File: config.mk
export PLATFORM = sky130hd
export DESIGN_NAME = multiSelSram
export DESIGN_NICKNAME = d
export VERILOG_FILES = /design/src/rtl/sramPkg.sv /design/src/rtl/sramCtrl.sv /design/src/rtl/sramDatapath.sv /design/src/rtl/multiSelSram.sv
export SDC_FILE = /design/constraint.sdc
export NUM_CORES = 1
export LEC_CHECK = 0
export ABC_CLOCK_PERIOD_IN_PS = 2300
export BUFFER_PORTS_ARGS = -buffer_cell sky130_fd_sc_hd__buf_4
export CORE_UTILIZATION = 35
export DETAILED_ROUTE_END_ITERATION = 10
export MAX_ROUTING_LAYER = met4
export RECOVER_POWER = 100
export SLEW_MARGIN = 20
export SYNTH_ARGS = -nofsm -noshare
export SYNTH_HDL_FRONTEND = slang
export SYNTH_HIERARCHICAL = 1
export SYNTH_SLANG_ARGS = --single-unit
File: constraint.sdc
create_clock -name clk -period 2.3 [get_ports clk]
set_clock_uncertainty 0.15 [all_clocks]
set_input_delay 0.23 -clock clk [delete_from_list [all_inputs] [get_ports clk]]
set_output_delay 0.23 -clock clk [all_outputs]
set_load 0.01 [all_outputs]
File: src/rtl/sramPkg.sv
package sramPkg;
  // Strobes from the control to the storage datapath
  typedef struct packed {
    logic wrEn;   // store the bus word at the current address
    logic capEn;  // latch the addressed word for driving
  } sramStrobe_t;
endpackage

File: src/rtl/sramCtrl.sv
module sramCtrl
  import sramPkg::*;
#(
  parameter int ADDR_W     = 7,
  parameter int ACCESS_LAT = 2
) (
  input  logic              clk,
  input  logic              rstN,
  input  logic [ADDR_W-1:0] addr,
  input  logic              rdN,
  input  logic              wrN,
  input  logic [1:0]        selHi,
  input  logic [2:0]        selLo,
  output sramStrobe_t       strobe,
  output logic              busOe,
  output logic              illegalReq
);
  localparam int CNT_W = $clog2(ACCESS_LAT + 1);
  localparam logic [CNT_W-1:0] LAT_C = CNT_W'(ACCESS_LAT);
  localparam logic [CNT_W-1:0] ONE_C = CNT_W'(1);

  logic selected, readReq, writeReq, fresh;
  logic [CNT_W-1:0] cnt, nextCnt;
  logic [ADDR_W-1:0] prevAddr;
  logic prevRead, valid;

  always_comb begin
    selected   = (&selHi) & ~(|selLo);
    readReq    = selected & ~rdN & wrN;
    writeReq   = selected & rdN & ~wrN;
    illegalReq = selected & ~rdN & ~wrN;
    fresh      = readReq & (~prevRead | (addr != prevAddr));
    if (!readReq)        nextCnt = '0;
    else if (fresh)      nextCnt = ONE_C;
    else if (cnt < LAT_C) nextCnt = cnt + ONE_C;
    else                 nextCnt = cnt;
    strobe.wrEn  = writeReq;
    strobe.capEn = readReq & (nextCnt == LAT_C);
    busOe        = readReq & valid;
  end

  always_ff @(posedge clk or negedge rstN) begin
    if (!rstN) begin
      cnt      <= '0;
      prevAddr <= '0;
      prevRead <= 1'b0;
      valid    <= 1'b0;
    end else begin
      cnt      <= nextCnt;
      prevAddr <= addr;
      prevRead <= readReq;
      valid    <= readReq & (valid | strobe.capEn);
    end
  end
endmodule

File: src/rtl/sramDatapath.sv
module sramDatapath
  import sramPkg::*;
#(
  parameter int ROW_BITS = 4,
  parameter int COL_BITS = 3,
  parameter int DATA_W   = 8,
  localparam int ADDR_W  = ROW_BITS + COL_BITS
) (
  input  logic              clk,
  input  logic [ADDR_W-1:0] addr,
  input  sramStrobe_t       strobe,
  input  logic [DATA_W-1:0] wrData,
  output logic [DATA_W-1:0] heldWord
);
  localparam int ROWS = 1 << ROW_BITS;
  localparam int COLS = 1 << COL_BITS;

  logic [ROW_BITS-1:0] rowIdx;
  logic [COL_BITS-1:0] colIdx;
  logic [ROWS-1:0] rowSel;
  logic [COLS-1:0] colSel;
  logic [DATA_W-1:0] cells [ROWS][COLS];
  logic [DATA_W-1:0] rowData [COLS];

  assign rowIdx = addr[ADDR_W-1:COL_BITS];
  assign colIdx = addr[COL_BITS-1:0];

  // separate one-hot row and column decoders
  for (genvar r = 0; r < ROWS; r++) begin : g_row
    assign rowSel[r] = (rowIdx == ROW_BITS'(r));
  end
  for (genvar c = 0; c < COLS; c++) begin : g_col
    assign colSel[c]  = (colIdx == COL_BITS'(c));
    assign rowData[c] = cells[rowIdx][c];
  end

  always_ff @(posedge clk) begin
    for (int r = 0; r < ROWS; r++)
      for (int c = 0; c < COLS; c++)
        if (strobe.wrEn && rowSel[r] && colSel[c]) cells[r][c] <= wrData;
    if (strobe.capEn) heldWord <= rowData[colIdx];
  end
endmodule

File: src/rtl/multiSelSram.sv
module multiSelSram
  import sramPkg::*;
#(
  parameter int ROW_BITS   = 4,
  parameter int COL_BITS   = 3,
  parameter int DATA_W     = 8,
  parameter int ACCESS_LAT = 2,
  localparam int ADDR_W    = ROW_BITS + COL_BITS
) (
  input  logic              clk,
  input  logic              rstN,
  input  logic [ADDR_W-1:0] memAddr,
  input  logic              rdStrobeN,
  input  logic              wrStrobeN,
  input  logic [1:0]        selHi,
  input  logic [2:0]        selLo,
  input  logic [DATA_W-1:0] busIn,
  output logic              busOe,
  output logic [DATA_W-1:0] busOut,
  output logic              illegalReq
);
  sramStrobe_t strobe;
  logic [DATA_W-1:0] heldWord;

  sramCtrl #(.ADDR_W(ADDR_W), .ACCESS_LAT(ACCESS_LAT)) u_ctrl (
    .clk(clk), .rstN(rstN), .addr(memAddr), .rdN(rdStrobeN), .wrN(wrStrobeN),
    .selHi(selHi), .selLo(selLo), .strobe(strobe), .busOe(busOe),
    .illegalReq(illegalReq)
  );

  sramDatapath #(.ROW_BITS(ROW_BITS), .COL_BITS(COL_BITS), .DATA_W(DATA_W)) u_dp (
    .clk(clk), .addr(memAddr), .strobe(strobe), .wrData(busIn),
    .heldWord(heldWord)
  );

  assign busOut = busOe ? heldWord : '0;
endmodule

### After elaboration in Yosys (flattened, before gate mapping)

Memories as Yosys holds them, arrays and structs flattened.
Cells that the tools add are included.

* memories: 1
* output and inout port bits: 10
* register bits after elaboration: 19
* bits in writable memories: 1024
* word-level logic and storage cells: 521

* muxes and demuxes: 308
* bitwise logic cells: 17
* add/subtract/negate cells: 1
* reductions and logical operators: 163
* eq/ne operators: 24
* $lt $le $gt $ge: 2

Memory list
* u_dp.cells: words 16, bits a word 64, rd ports 1, clocked after Yosys merged registers in 0, write ports 1, line sramDatapath.sv:22 `logic [DATA_W-1:0] cells [ROWS][COLS];`

Operators by type and width (count)
* two-way mux 64 bit: 15
* OR reduction 64 bit: 15
* two-way mux 1 bit: 256
* logical AND 1 bit: 144
* two-way mux 8 bit: 18
* two-way mux 4 bit: 15
* equality test 4 bit, second input constant: 8
* binary-select mux 8 bit (select 3 bit): 1
* equality test 4 x 3 -> 1 bit, second input constant: 4
* equality test 3 bit, second input constant: 4
* AND 1 bit: 10
* equality test 4 x 2 -> 1 bit, second input constant: 2
* != test 7 bit: 1
* equality test 3 x 2 -> 1 bit, second input constant: 2
* two-way mux 2 bit: 3
* equality test 4 x 1 -> 1 bit, second input constant: 1
* greater-or-equal comparator 4 bit, second input constant: 1
* logical NOT 4 bit: 1
* inverter 1 bit: 4
* inverter 3 -> 4 bit: 1
* equality test 3 x 1 -> 1 bit, second input constant: 1
* logical NOT 3 bit: 1
* OR reduction 3 bit: 1
* adder 2 x 1 -> 2 bit, second input constant: 1
* other kinds (4): 5

### Logic depth before layout (Yosys ltp)

Gate-level depths: netlist of run 1.

* word-level depth: 25
* mapped depth: 10
* mapped depth without buffers: 6

### Cells and area by module

Netlist of run 1, hierarchy kept.

By module, submodules not included
* sramDatapath: seq. area each 30989.7 um^2, instances 1, cells each 1925, area an instance 40443.8 um^2
* sramCtrl: seq. area each 275.3 um^2, instances 1, cells each 41, area an instance 498.0 um^2
* multiSelSram: seq. area each 0.0 um^2, instances 1, cells each 8, area an instance 50.0 um^2

### Worst setup path after synthesis of run 1

No wires, ideal clock.

* path type: input-to-reg
* start point: input selLo[2]
* end point: memory u_dp/cells[3][16] (netlist bit), enable pin
* data arrival time: 1.871 ns
* data required time: 1.780 ns
* setup time: 0.370 ns
* cell stages on the path: 7
* buffers on the path: 1
* path slack: -0.091 ns
* cell sequence: nor4b_4 nand2_1 nor3b_1 buf_4 nor3b_1 nand2_1 nor2_1

* longest elaborated chain between the ends: 25
* elaborated cells on any way between the ends: 429
* those cells by class: mux (272); bitwise (4); reduce/logical (153)

Ends and longest elaborated chain
* start, declared: line multiSelSram.sv:16 `input logic [2:0] selLo,`
* OR reduction 3 bit (*): line sramCtrl.sv:28 `selected = (&selHi) & ~(|selLo);`
* inverter 1 bit (*): line sramCtrl.sv:28
* AND 1 bit (*): line sramCtrl.sv:28
* AND 1 bit (*) (2 in a row): line sramCtrl.sv:30 `writeReq = selected & rdN & ~wrN;`
* named net u_ctrl.writeReq: line sramCtrl.sv:22 `logic selected, readReq, writeReq, fresh;`
* logical AND 1 bit (2 in a row): line sramDatapath.sv:40 `if (strobe.wrEn && rowSel[r] && colSel[c]) cells[r][c] <= wrData;`
* two-way mux 1 bit: line sramDatapath.sv:40
* two-way mux 1 bit (not written as such): line sramDatapath.sv:40
* OR reduction 64 bit (no source line)
* two-way mux 4 bit (no source line) / two-way mux 8 bit (equally long branches) (15 in a row)
* end, declared: line sramDatapath.sv:22

The timed path passes the listed nets; every way through them passes the cells marked *.

### Worst setup path in the final report of run 1

* start point: input memAddr[4]
* end point: register u_dp.heldWord[6], data pin

* longest elaborated chain between the ends: 4

Ends and longest elaborated chain
* start, declared: line multiSelSram.sv:12 `input logic [ADDR_W-1:0] memAddr,`
* memory read (16 x 64 bit)
* binary-select mux 8 bit (select 3 bit): line sramDatapath.sv:41 `if (strobe.capEn) heldWord <= rowData[colIdx];`
* two-way mux 8 bit (not written as such) (2 in a row): line sramDatapath.sv:41
* end signal, assigned: line sramDatapath.sv:41
* end, declared: line sramDatapath.sv:13 `output logic [DATA_W-1:0] heldWord`

No other way between the ends. The select of a mux whose other input is x is not followed.
A chain may end at the register's enable or synchronous reset.

==> results.cfg, run 1 <==
[synth]
netlist_instances = 1974
ys_seq_area_share_pct = 76.3
synth_area_leaders = edfxtp_1 (76%), mux4_2 (11%), mux2i_1 (3.2%), nor2_1 (1.4%), mux4_1 (0.77%)
synth.net_count = 1999
synth_edf_count = 1032
synth_seq_cells = 1043
synth_top_area_cell = edfxtp_1
syn-cell-area_mm2 = 0.0410
avgSynthCellArea_um2 = 20.8
netlist.area_leader.share_pct = 75.6
synth_cell_type_count = 59
yosys_warnings = 6
synthFlopType = edfxtp_1
synthArstFlopShare_pct = 1.05

[layout]
layout-drive-gt1-share_pct = 33.2
n_fill_cell = 10053
fin_nets = 2485
utilization_pct = 42.5
stdcell_count = 4076
syn_to_final_growth_pct = 20.4

[clock_network]
cts.clk_slew.worst_paths_ns = 0.06
tritoncts = done
cts_sinks = 1043
cts_buffer_depth = 3
clk-insertion-delay-late_ns = 0.69
cts_root_buffer = clkbuf_16
cts_buffers = 104
htree_levels = 3

[pwr]
p_per_area_mw_per_mm2 = 813
p_leak_nw = 16.5
max-vdd-ir-drop_mv = 0.722

[run_status]
status = complete, but fails checks
violations = capacitance limit, slew limit, setup timing

[setup_path]
crit_type = in2reg
slowest_delay_ns = 0.62
critPathTopFamily = buffers and inverters
worstPathCellList = buf_8, dlygate4sd3_1, buf_4, mux4_2, mux2_1, a211oi_4, a32oi_1, buf_4
cp-end-kind = flop
arrival_ns = 2.66
slowest_stage = dlygate4sd3_1
crit_path_frequent_cell = buf_4
required_ns = 2.61
path_buf_inv = 4
cp_max_fo = 10
start_kind = input port

[job]
drv_cap = 4

[sta]
setup_violations = 6
finalMaxSlewViolations = 502
tightest_slew_ns = 1.78
setup_ws_ns = -0.0509
hold_viol_final = 0
max_slew_margin_pct = -18.8
rsz0062_at_grt = true
fin_crit_sh_pct = 102
fin_crit_ns = 2.35
fmax_mhz = 425

[placement]
hpwl_um = 69900
port_buffers = 33
gp_routability_congestion = 0.914
placed_cells = 3858

[global_route]
grt_util_all_layers_pct = 18.3
grt_pass1_wl_um = 152000
grt_start_max_net_pins = 129
grt_pass1_vias = 22229
antenna_found_initial = 5
gr-total-overflow = 0

[route]
vias_per_cell = 5.24
postRouteWirelength_um = 104000
dr.pass1.iters = 5
ant_nets = 0
vias = 21366
wl_per_cell_um = 25.6
drt_iter0_drc = 2175
drc = 0

[min_path]
hold_class = in2reg

[floorplan]
core_area_mm2 = 0.116
io_pins = 34
std_cell_rows = 125
dieHeight_um = 344
die_area_mm2 = 0.118
die_w_um = 344
start_util_pct = 35.3
==> routing by layer <==
| layer | global-route usage [%] | wire (um) | share of wire (%) | vias to the layer above |
|---|---|---|---|---|
| li1 | - | - | - | 9129 |
| met1 | 23.7 | 43300 | 41 | 11239 |
| met2 | 28.3 | 49800 | 48 | 814 |
| met3 | 4.21 | 8130 | 7.8 | 184 |
| met4 | 6.03 | 3210 | 3.1 | 0 |
| met5 | - | 0 | 0 | - |
==> tightest hold or removal path, cell delays in order <==
cell      delay (ns)
buf_4           0.09
nand4b_2        0.15
nor3_1          0.06
buf_4           0.20
==> state kept, by name, indices dropped and copies added, names as in the netlist <==
signal / cells
u_dp/cells: 1024
u_ctrl/valid: 1
u_ctrl/prevRead: 1
u_ctrl/prevAddr: 7
u_dp/heldWord: 8
u_ctrl/cnt: 2
==> area by class of cell <==
cell class / count / area, um2 / share of cell area (%)
flip-flops and latches: 1043 / 31300 / 63.3
multi-input cells: 816 / 9020 / 18.3
repair buffers: 487 / 3700 / 7.49
clock buffers: 121 / 2690 / 5.44
well taps: 1524 / 1910 / 3.86
clock inverters: 73 / 752 / 1.52
inverters: 8 / 30.0 / 0.0608
diodes: 4 / 10.0 / 0.0203
==> cells in the mapped netlist, drive strengths merged, types with 10 or more instances <==
cell type  number
mux4          220
and2           13
clkbuf         26
nand2          76
dfrtp          11
a22oi          15
edfxtp       1032
a22o           13
buf            81
o22ai          14
mux2i         133
nand3          10
nor2b          16
o21ai          13
a211oi         11
nor2          155
mux2           20
a221oi         17
==> cells in the final DEF, fill, tap and decap left out, types with 5 or more instances in the layout <==
cell type / instances
a211oi_1: 10
a21oi_1: 9
a221oi_1: 17
a22o_1: 13
a22oi_1: 14
a32oi_1: 5
and2_1: 6
buf_12: 23
buf_2: 26
buf_4: 264
bufinv_16: 12
clkbuf_1: 43
clkbuf_16: 105
clkbuf_2: 68
clkbuf_4: 52
clkinv_1: 21
clkinv_2: 18
clkinv_4: 6
clkinvlp_4: 12
dfrtp_1: 11
dlygate4sd3_1: 20
edfxtp_1: 1032
inv_1: 7
mux2_2: 18
mux2i_1: 131
mux4_1: 11
mux4_2: 209
nand2_1: 75
nand2b_1: 6
nand3_1: 10
nand4_1: 5
nor2_1: 154
nor2b_1: 15
nor3_1: 8
o211ai_1: 7
o21ai_0: 13
o22ai_1: 14
xnor2_1: 7
==> worst paths after layout <==
path	from	end	slack, ns	cells past startpoint
max	memAddr[4]	u_dp/heldWord[6]	-0.05	8
min	rdStrobeN	u_dp/heldWord[6]	0.1	4
max reg2reg	u_dp/cells[13][63]	u_dp/heldWord[7]	-0.03	4
min reg2reg	u_ctrl/prevRead	u_ctrl/cnt[0]	0.52	3
max in group asynchronous	rstN	u_ctrl/valid	1.17	3
min in group asynchronous	rstN	u_ctrl/prevAddr[1]	0.48	3
==> what timing repair did <==
action                                 CTS  global route
setup endpoints to repair                3           172
hold buffers                            19             1
resized for setup                        6            14
pin swaps                                2             1
endpoints found under the hold margin  263             4
buffers inserted                         0             0
==> where the power goes <==
part	switching, W	internal [W]
logic	0.00127	0.000927
clock network	0.00725	0.00978
registers	0.00000315	0.0209
==> through the flow <==
| stage | worst slack [ns] | power (W) | area [um2] | TNS [ns] | hold slack (ns) |
|---|---|---|---|---|---|
| after floorplan | -0.0911 | 0.0223 | 41000 | -39.85 | -0.216 |
| after global placement | -0.548 | 0.0235 | 46200 | -231.70 | -0.0821 |
| after detailed placement | -0.520 | 0.0235 | 46200 | -289.82 | -0.0750 |
| after CTS | 0.00383 | 0.0405 | 49900 | 0 | 0.00611 |
| after global routing | -0.0437 | 0.0412 | 49400 | -3.52 | 0.0950 |
| final | -0.0509 | 0.0401 | 49400 | -0.0867 | 0.100 |
==> logic make-up (layout without fill, tap and decap cells) <==
kind of cell | Yosys count | in the layout | synth area share, %
buffers and inverters | 115 | 689 | 1.88
adder cells (fa/ha/maj) | 1 | 1 | 0.0305
flip-flops | 1043 | 1043 | 76.3
multiplexers | 373 | 373 | 16.0
AO/OA/AOI/OAI | 120 | 120 | 2.19
other | 0 | 4 | 0
XOR/XNOR | 7 | 7 | 0.150
AND/OR/NAND/NOR | 315 | 315 | 3.49
Note: power is estimated with default switching activity, not from simulation.
==> run 2, diff against run 1 <==
Settings changed: BUFFER_PORTS_ARGS -buffer_cell sky130_fd_sc_hd__buf_4 to not set, DONT_BUFFER_PORTS set to 1.
==> run 2 against run 1 <==
Compared with the run above: the run ends with hold timing, capacitance limit, slew limit, setup timing left; via count is 2.3% lower; count of clock-buffer cells in the layout is 8 higher; critical path depth is 2 lower; first-iteration DRC count is 15% higher; design area is 3.3% lower; die area stayed put; routed wire length is 1.9% lower; largest cell class unchanged; sequential share of layout area is 2.2 points higher.
==> results.cfg, run 2 (synthesis gave the netlist of run 1 again) <==
[run_status]
status = complete, but fails checks
violations = hold timing, capacitance limit, slew limit, setup timing

[sta]
max_slew_margin_pct = -8.55
hold_viol_final = 16
setup_ws_ns = -0.0211
fin_crit_ns = 2.32
setup_violations = 18
rsz0062_at_grt = false
tightest_slew_ns = 1.63
hold_ws_ns = -0.559
fmax_mhz = 431
fin_crit_sh_pct = 101
finalMaxSlewViolations = 1032

[setup_path]
cp-end-kind = flop
path_buf_inv = 3
arrival_ns = 2.54
cp_max_fo = 18
r2r_setup_slack_ns = 0
crit_type = in2reg
slowest_delay_ns = 1.30
worstPathCellList = dlygate4sd3_1, nor2_1, nand2b_1, buf_4, nor2_1, clkbuf_2
critPathTopFamily = buffers and inverters
required_ns = 2.51
slowest_stage = dlygate4sd3_1
start_kind = input port
crit_path_frequent_cell = nor2_1

[global_route]
grt_util_all_layers_pct = 17.9
grt_start_max_net_pins = 296
antenna_found_initial = 4
gr-total-overflow = 0
grt_pass1_vias = 21533
grt_pass1_wl_um = 149000

[layout]
final_common_cell = edfxtp_1
largest_reg_flops = 1024
seq_area_mm2 = 0.0313
stdcell_count = 3898
fin_nets = 2311
multi_input_area_mm2 = 0.00900
top_regs = u_dp/cells: 1024 flops, u_dp/heldWord: 8 flops, u_ctrl/prevAddr: 7 flops
syn_to_final_growth_pct = 16.4
layout-drive-gt1-share_pct = 27.9
n_fill_cell = 10138
utilization_pct = 41.1
regMostFlops = u_dp/cells
layout_common_cells = edfxtp_1 (1,032), mux4_2 (210), nor2_1 (154)

[floorplan]
dieHeight_um = 344
core_area_mm2 = 0.116
die_area_mm2 = 0.118
die_w_um = 344
io_pins = 34
std_cell_rows = 125
start_util_pct = 35.3

[route]
drc = 0
postRouteWirelength_um = 102000
drt_iter0_drc = 2504
vias_per_cell = 5.35
ant_nets = 0
vias = 20867
dr.pass1.iters = 5
wl_per_cell_um = 26.3

[placement]
placed_cells = 3670
hpwl_um = 59800
gp_routability_congestion = 0.887
port_buffers = 0

[clock_network]
cts_sinks = 1043
cts_buffers = 104
cts_root_buffer = clkbuf_16
tritoncts = done
cts_setup_buffers = 0
postCtsHoldBufs = 34
cts_buffer_depth = 3
htree_levels = 3
clk-insertion-delay-late_ns = 0.67
cts.clk_slew.worst_paths_ns = 0.06

[pwr]
p_per_area_mw_per_mm2 = 831
max-vdd-ir-drop_mv = 0.663
p_leak_nw = 15.5

[min_path]
hold_class = in2reg

[job]
drv_cap = 8
run 2: cell count changes in the layout (fill, tap and decap cells not counted), moves of 4 or more:
cell | previous run | this run
dlygate4sd3_1 | 20 | 25
clkinv_4 | 6 | 1
buf_12 | 23 | 4
buf_4 | 264 | 109
clkbuf_1 | 43 | 50
buf_2 | 26 | 20
clkbuf_2 | 68 | 97
inv_16 | 4 | 0
clkbuf_4 | 52 | 30
clkinvlp_4 | 12 | 5
run 2: timing repair:
| action | in CTS | in global routing |
|---|---|---|
| resized for setup | 7 | 7 |
| hold endpoints to repair | 1070 | 16 |
| setup endpoints to repair | 5 | 6 |
| pin swaps | 1 | 2 |
run 2: layout make-up:
type | count | area share [%]
Multi-Input combinational cell | 816 | 18.9
Sequential cell | 1043 | 65.5
Tap cell | 1524 | 4.00
Timing Repair Buffer | 313 | 4.33
Clock buffer | 129 | 5.76
Antenna cell | 1 | 0.00524
Inverter | 8 | 0.0629
Clock inverter | 64 | 1.48
run 2: metrics by stage:
step	TNS [ns]	setup slack [ns]	cell area [um2]	total power [W]	hold slack [ns]
2_1_floorplan	-39.85	-0.0911	41000	0.0223	-0.216
3_3_place_gp	-67.61	-0.374	44300	0.0225	-0.215
3_5_place_dp	-106.53	-0.324	44300	0.0225	-0.215
4_1_cts	-0.0607	-0.0311	48300	0.0399	-0.597
5_1_grt	0	0.000717	47700	0.0407	-0.589
6_report	-0.195	-0.0211	47700	0.0396	-0.559
run 2: worst reg2reg max path, cell delays in order, from the launching register on:
cell and delay, ns:
edfxtp_1 0.35, mux4_1 0.54, mux4_2 0.48, nand2b_4 0.17, nand4_1 0.23, a32oi_1 0.12
run 2: metal layers:
layer	GRT usage (%)	vias up	part of all wire, %
met5	-	-	0
met4	5.40	0	3.0
met3	4.24	189	9.0
met2	27.7	923	47
met1	23.4	10984	41
li1	-	8771	-
run 2: power breakdown:
group          total (W)  leakage, nW  internal [W]  switching (W)
Combinational    0.00161         4.42      0.000709       0.000899
Clock             0.0171         1.68        0.0101        0.00698
Sequential        0.0209         9.41        0.0209     0.00000310
run 2: final timing paths:
kind,startpoint,to,cells after the start
max,memAddr[1],u_dp/cells[4][48],6
min in group asynchronous,rstN,u_ctrl/prevAddr[4],2
max in group asynchronous,rstN,u_ctrl/prevAddr[5],2
min,memAddr[0],u_ctrl/prevAddr[0],0
max reg2reg,u_dp/cells[7][7],u_dp/heldWord[7],5
min reg2reg,u_ctrl/valid,u_ctrl/valid,2
==> run 3, diff against run 2 <==
Settings changed: HOLD_SLACK_MARGIN set to 0.12, SYNTH_HIERARCHICAL 1 to not set.
==> run 3 against run 2 <==
Compared with the run above: the flow finishes with violations (capacitance limit, slew limit, setup timing); design area up 0.87%; power up 0.22%; count of clock-buffer cells in the layout up 12; register-to-register slack about the same; combinational power up 5%; fmax down 1.4%; routed wire length up 2.3%; sequential share of layout area down 0.57 points; non-clock buffer count down 21; sequential power about the same; largest power group unchanged; highest routed layer unchanged.
==> results.cfg, run 3 <==
[run_status]
status = complete, but fails checks
violations = capacitance limit, slew limit, setup timing

[sta]
max_slew_margin_pct = -18.9
fin_crit_sh_pct = 102
setup-tns-final_ns = -0.674
rsz0062_at_grt = true
setup_ws_ns = -0.0550
setup_violations = 26
fin_crit_ns = 2.35
fmax_mhz = 425
hold_viol_final = 0
hold_ws_ns = 0.138
tightest_slew_ns = 1.78
finalMaxSlewViolations = 1032

[placement]
placed_area_mm2 = 0.0454
gp_routability_congestion = 0.835
placed_cells = 3602
hpwl_um = 61300
port_buffers = 0

[setup_path]
r2r-start = u_dp.cells[13][3]
arrival_ns = 2.55
r2r_setup_slack_ns = -0.01
cp_max_fo = 138
crit_type = in2reg
r2r_cells = 5
cp-end-kind = flop
slowest_stage = dlygate4sd3_1
start_kind = input port
slowest_delay_ns = 0.75
r2r_end = u_dp.heldWord[3]
required_ns = 2.49
worstPathCellList = dlygate4sd3_1, buf_12, nor3_1, buf_4, nand2_1, clkbuf_2, nor2_1, clkdlybuf4s18_2

[route]
drc = 0
drt_iter0_drc = 2406
vias = 20664
ant_nets = 0
postRouteWirelength_um = 105000
wl_per_cell_um = 27.3
vias_per_cell = 5.38
dr.pass1.iters = 5

[synth]
synth_seq_cells = 1043
synth_mux_area_share_pct = 15.8
synth_compound_area_share_pct = 2.34
synth-simple-area-share_pct = 3.27
synth.most_common_cell = edfxtp_1
synth_common_cells = edfxtp_1 (1,032), mux4_2 (219), nor2_1 (150), mux2i_1 (87), mux2_2 (57)
synth_xor_area_share_pct = 0.151
syn-cell-area_mm2 = 0.0407
synth_top_area_cell = edfxtp_1
avgSynthCellArea_um2 = 20.8
synthArstFlopShare_pct = 1.05
synth_cell_type_count = 52
yosys_warnings = 0
synth_edf_count = 1032
synth.net_count = 1979
synth_top_family_by_area = multiplexers
synthAdderAreaFrac_pct = 0.0308
synthFlopType = edfxtp_1
netlist.area_leader.share_pct = 76.2
synth_area_leaders = edfxtp_1 (76%), mux4_2 (12%), mux2i_1 (2.1%), mux2_2 (1.6%), nor2_1 (1.4%)
ys_seq_area_share_pct = 76.9
netlist_instances = 1954

[global_route]
grt_util_all_layers_pct = 18.4
antenna_found_initial = 3
gr-total-overflow = 0
grt_pass1_vias = 21166
grt_pass1_wl_um = 152000
grt_start_max_net_pins = 293

[pwr]
p_leak_nw = 15.3
p_int_w = 0.0317
switchingPower_w = 0.00804
seq_power_share_pct = 52.6
clkPwrFrac_pct = 43.1
p_per_area_mw_per_mm2 = 825
combPwrFrac_pct = 4.2
max-vdd-ir-drop_mv = 0.609
swShare_pct = 20.2

[clock_network]
cts_buffers = 103
cts_root_buffer = clkbuf_16
cts_sinks = 1043
htree_levels = 3
cts.clk_slew.worst_paths_ns = 0.06
clk-insertion-delay-late_ns = 0.68
cts_buffer_depth = 3
tritoncts = done

[layout]
layout-drive-gt1-share_pct = 30.5
syn_to_final_growth_pct = 18.4
final_common_cell = edfxtp_1
fin_nets = 2265
n_fill_cell = 9990
stdcell_count = 3838
layout_common_cells = edfxtp_1 (1,032), mux4_2 (219), clkbuf_16 (108)
fin_area_mm2 = 0.0481
largest_reg_flops = 1024
utilization_pct = 41.9
top_regs = u_dp.cells: 1024 flops, u_dp.heldWord: 8 flops, u_ctrl.prevAddr: 7 flops
regMostFlops = u_dp.cells

[floorplan]
std_cell_rows = 124
dieHeight_um = 343
core_area_mm2 = 0.115
die_w_um = 343
start_util_pct = 35.4
die_area_mm2 = 0.118
io_pins = 34

[min_path]
hold_depth = 3
hold_class = in2reg
hold_end = u_dp.cells[13][17]
min-delay-start = memAddr[0]

[job]
drv_cap = 8
-- run 3: cell count changes after synthesis, moves of 8 or more --
cell	before	now
mux4_2	208	219
and3_1	4	12
nand2_1	76	48
a22oi_1	14	40
mux4_1	12	0
o22ai_1	14	26
buf_6	18	3
mux2i_1	133	87
clkbuf_1	26	47
a221oi_1	17	1
mux2_2	20	57
-- run 3: metrics by stage --
step | total power, W | setup WS (ns)
final | 0.0397 | -0.0550
after global routing | 0.0407 | -0.0231
after CTS | 0.0400 | 0.00589
after detailed placement | 0.0225 | -0.391
after global placement | 0.0225 | -0.373
after floorplan | 0.0223 | -0.184
-- run 3: critical path, delay by kind of cell --
kind	cells	cell delay, ns
buffers and inverters	5	1.79
AND/OR/NAND/NOR	3	0.46
-- run 3: area by class of cell --
class | count | area, um2 | area share [%]
tap | 1512 | 1890 | 3.93
sequential | 1043 | 31300 | 64.9
clock inverter | 48 | 551 | 1.14
clock buffer | 141 | 2900 | 6.02
timing repair buffer | 292 | 2360 | 4.91
multi-input combinational | 797 | 9160 | 19.0
inverter | 3 | 11.3 | 0.0234
antenna | 2 | 5.00 | 0.0104
-- run 3: power by group through the flow --
stage | registers, W | logic, W | clock network, W
floorplan | 0.0213 | 0.00104 | 0
global placement | 0.0213 | 0.00123 | 0
detailed placement | 0.0213 | 0.00123 | 0
CTS | 0.0209 | 0.00173 | 0.0174
global route | 0.0209 | 0.00175 | 0.0181
finish | 0.0209 | 0.00169 | 0.0171
-- run 3: worst max path at each step --
stage                            start                  to  slack, ns  cells past startpoint
detailed placement          memAddr[3]    u_dp.heldWord[5]      -0.39                      5
finish                      memAddr[4]  u_dp.cells[12][53]      -0.05                      8
global route         u_dp.cells[13][3]    u_dp.heldWord[3]      -0.02                      5
global placement            memAddr[3]    u_dp.heldWord[1]      -0.37                      5
CTS                 u_dp.cells[11][37]    u_dp.heldWord[5]      0.006                      5
floorplan                   memAddr[4]    u_dp.cells[7][0]      -0.18                      8
-- run 3: metal layers --
metal	track usage, %	vias up	share of wire, %
met2	27.9	846	47
met4	3.92	0	1.9
met3	3.50	141	7.6
li1	-	8657	-
met5	-	-	0
met1	25.8	11020	43
-- run 3: repair_timing --
action                                  in CTS  in global routing
endpoints found under the setup margin       2                  7
pin swaps                                    3                  2
endpoints found under the hold margin     1195                  1
setup buffers                                0                  1
gates resized for setup                     13                  7
hold buffers                                44                  1
-- run 3: cells by family (layout without fill, tap and decap cells) --
kind of cell,Yosys count,count (layout)
adder cells (fa/ha/maj),1,1
XOR/XNOR,7,7
buffers and inverters,114,484
AO/OA/AOI/OAI,133,133
multiplexers,363,363
other,0,2
flip-flops,1043,1043
AND/OR/NAND/NOR,293,293
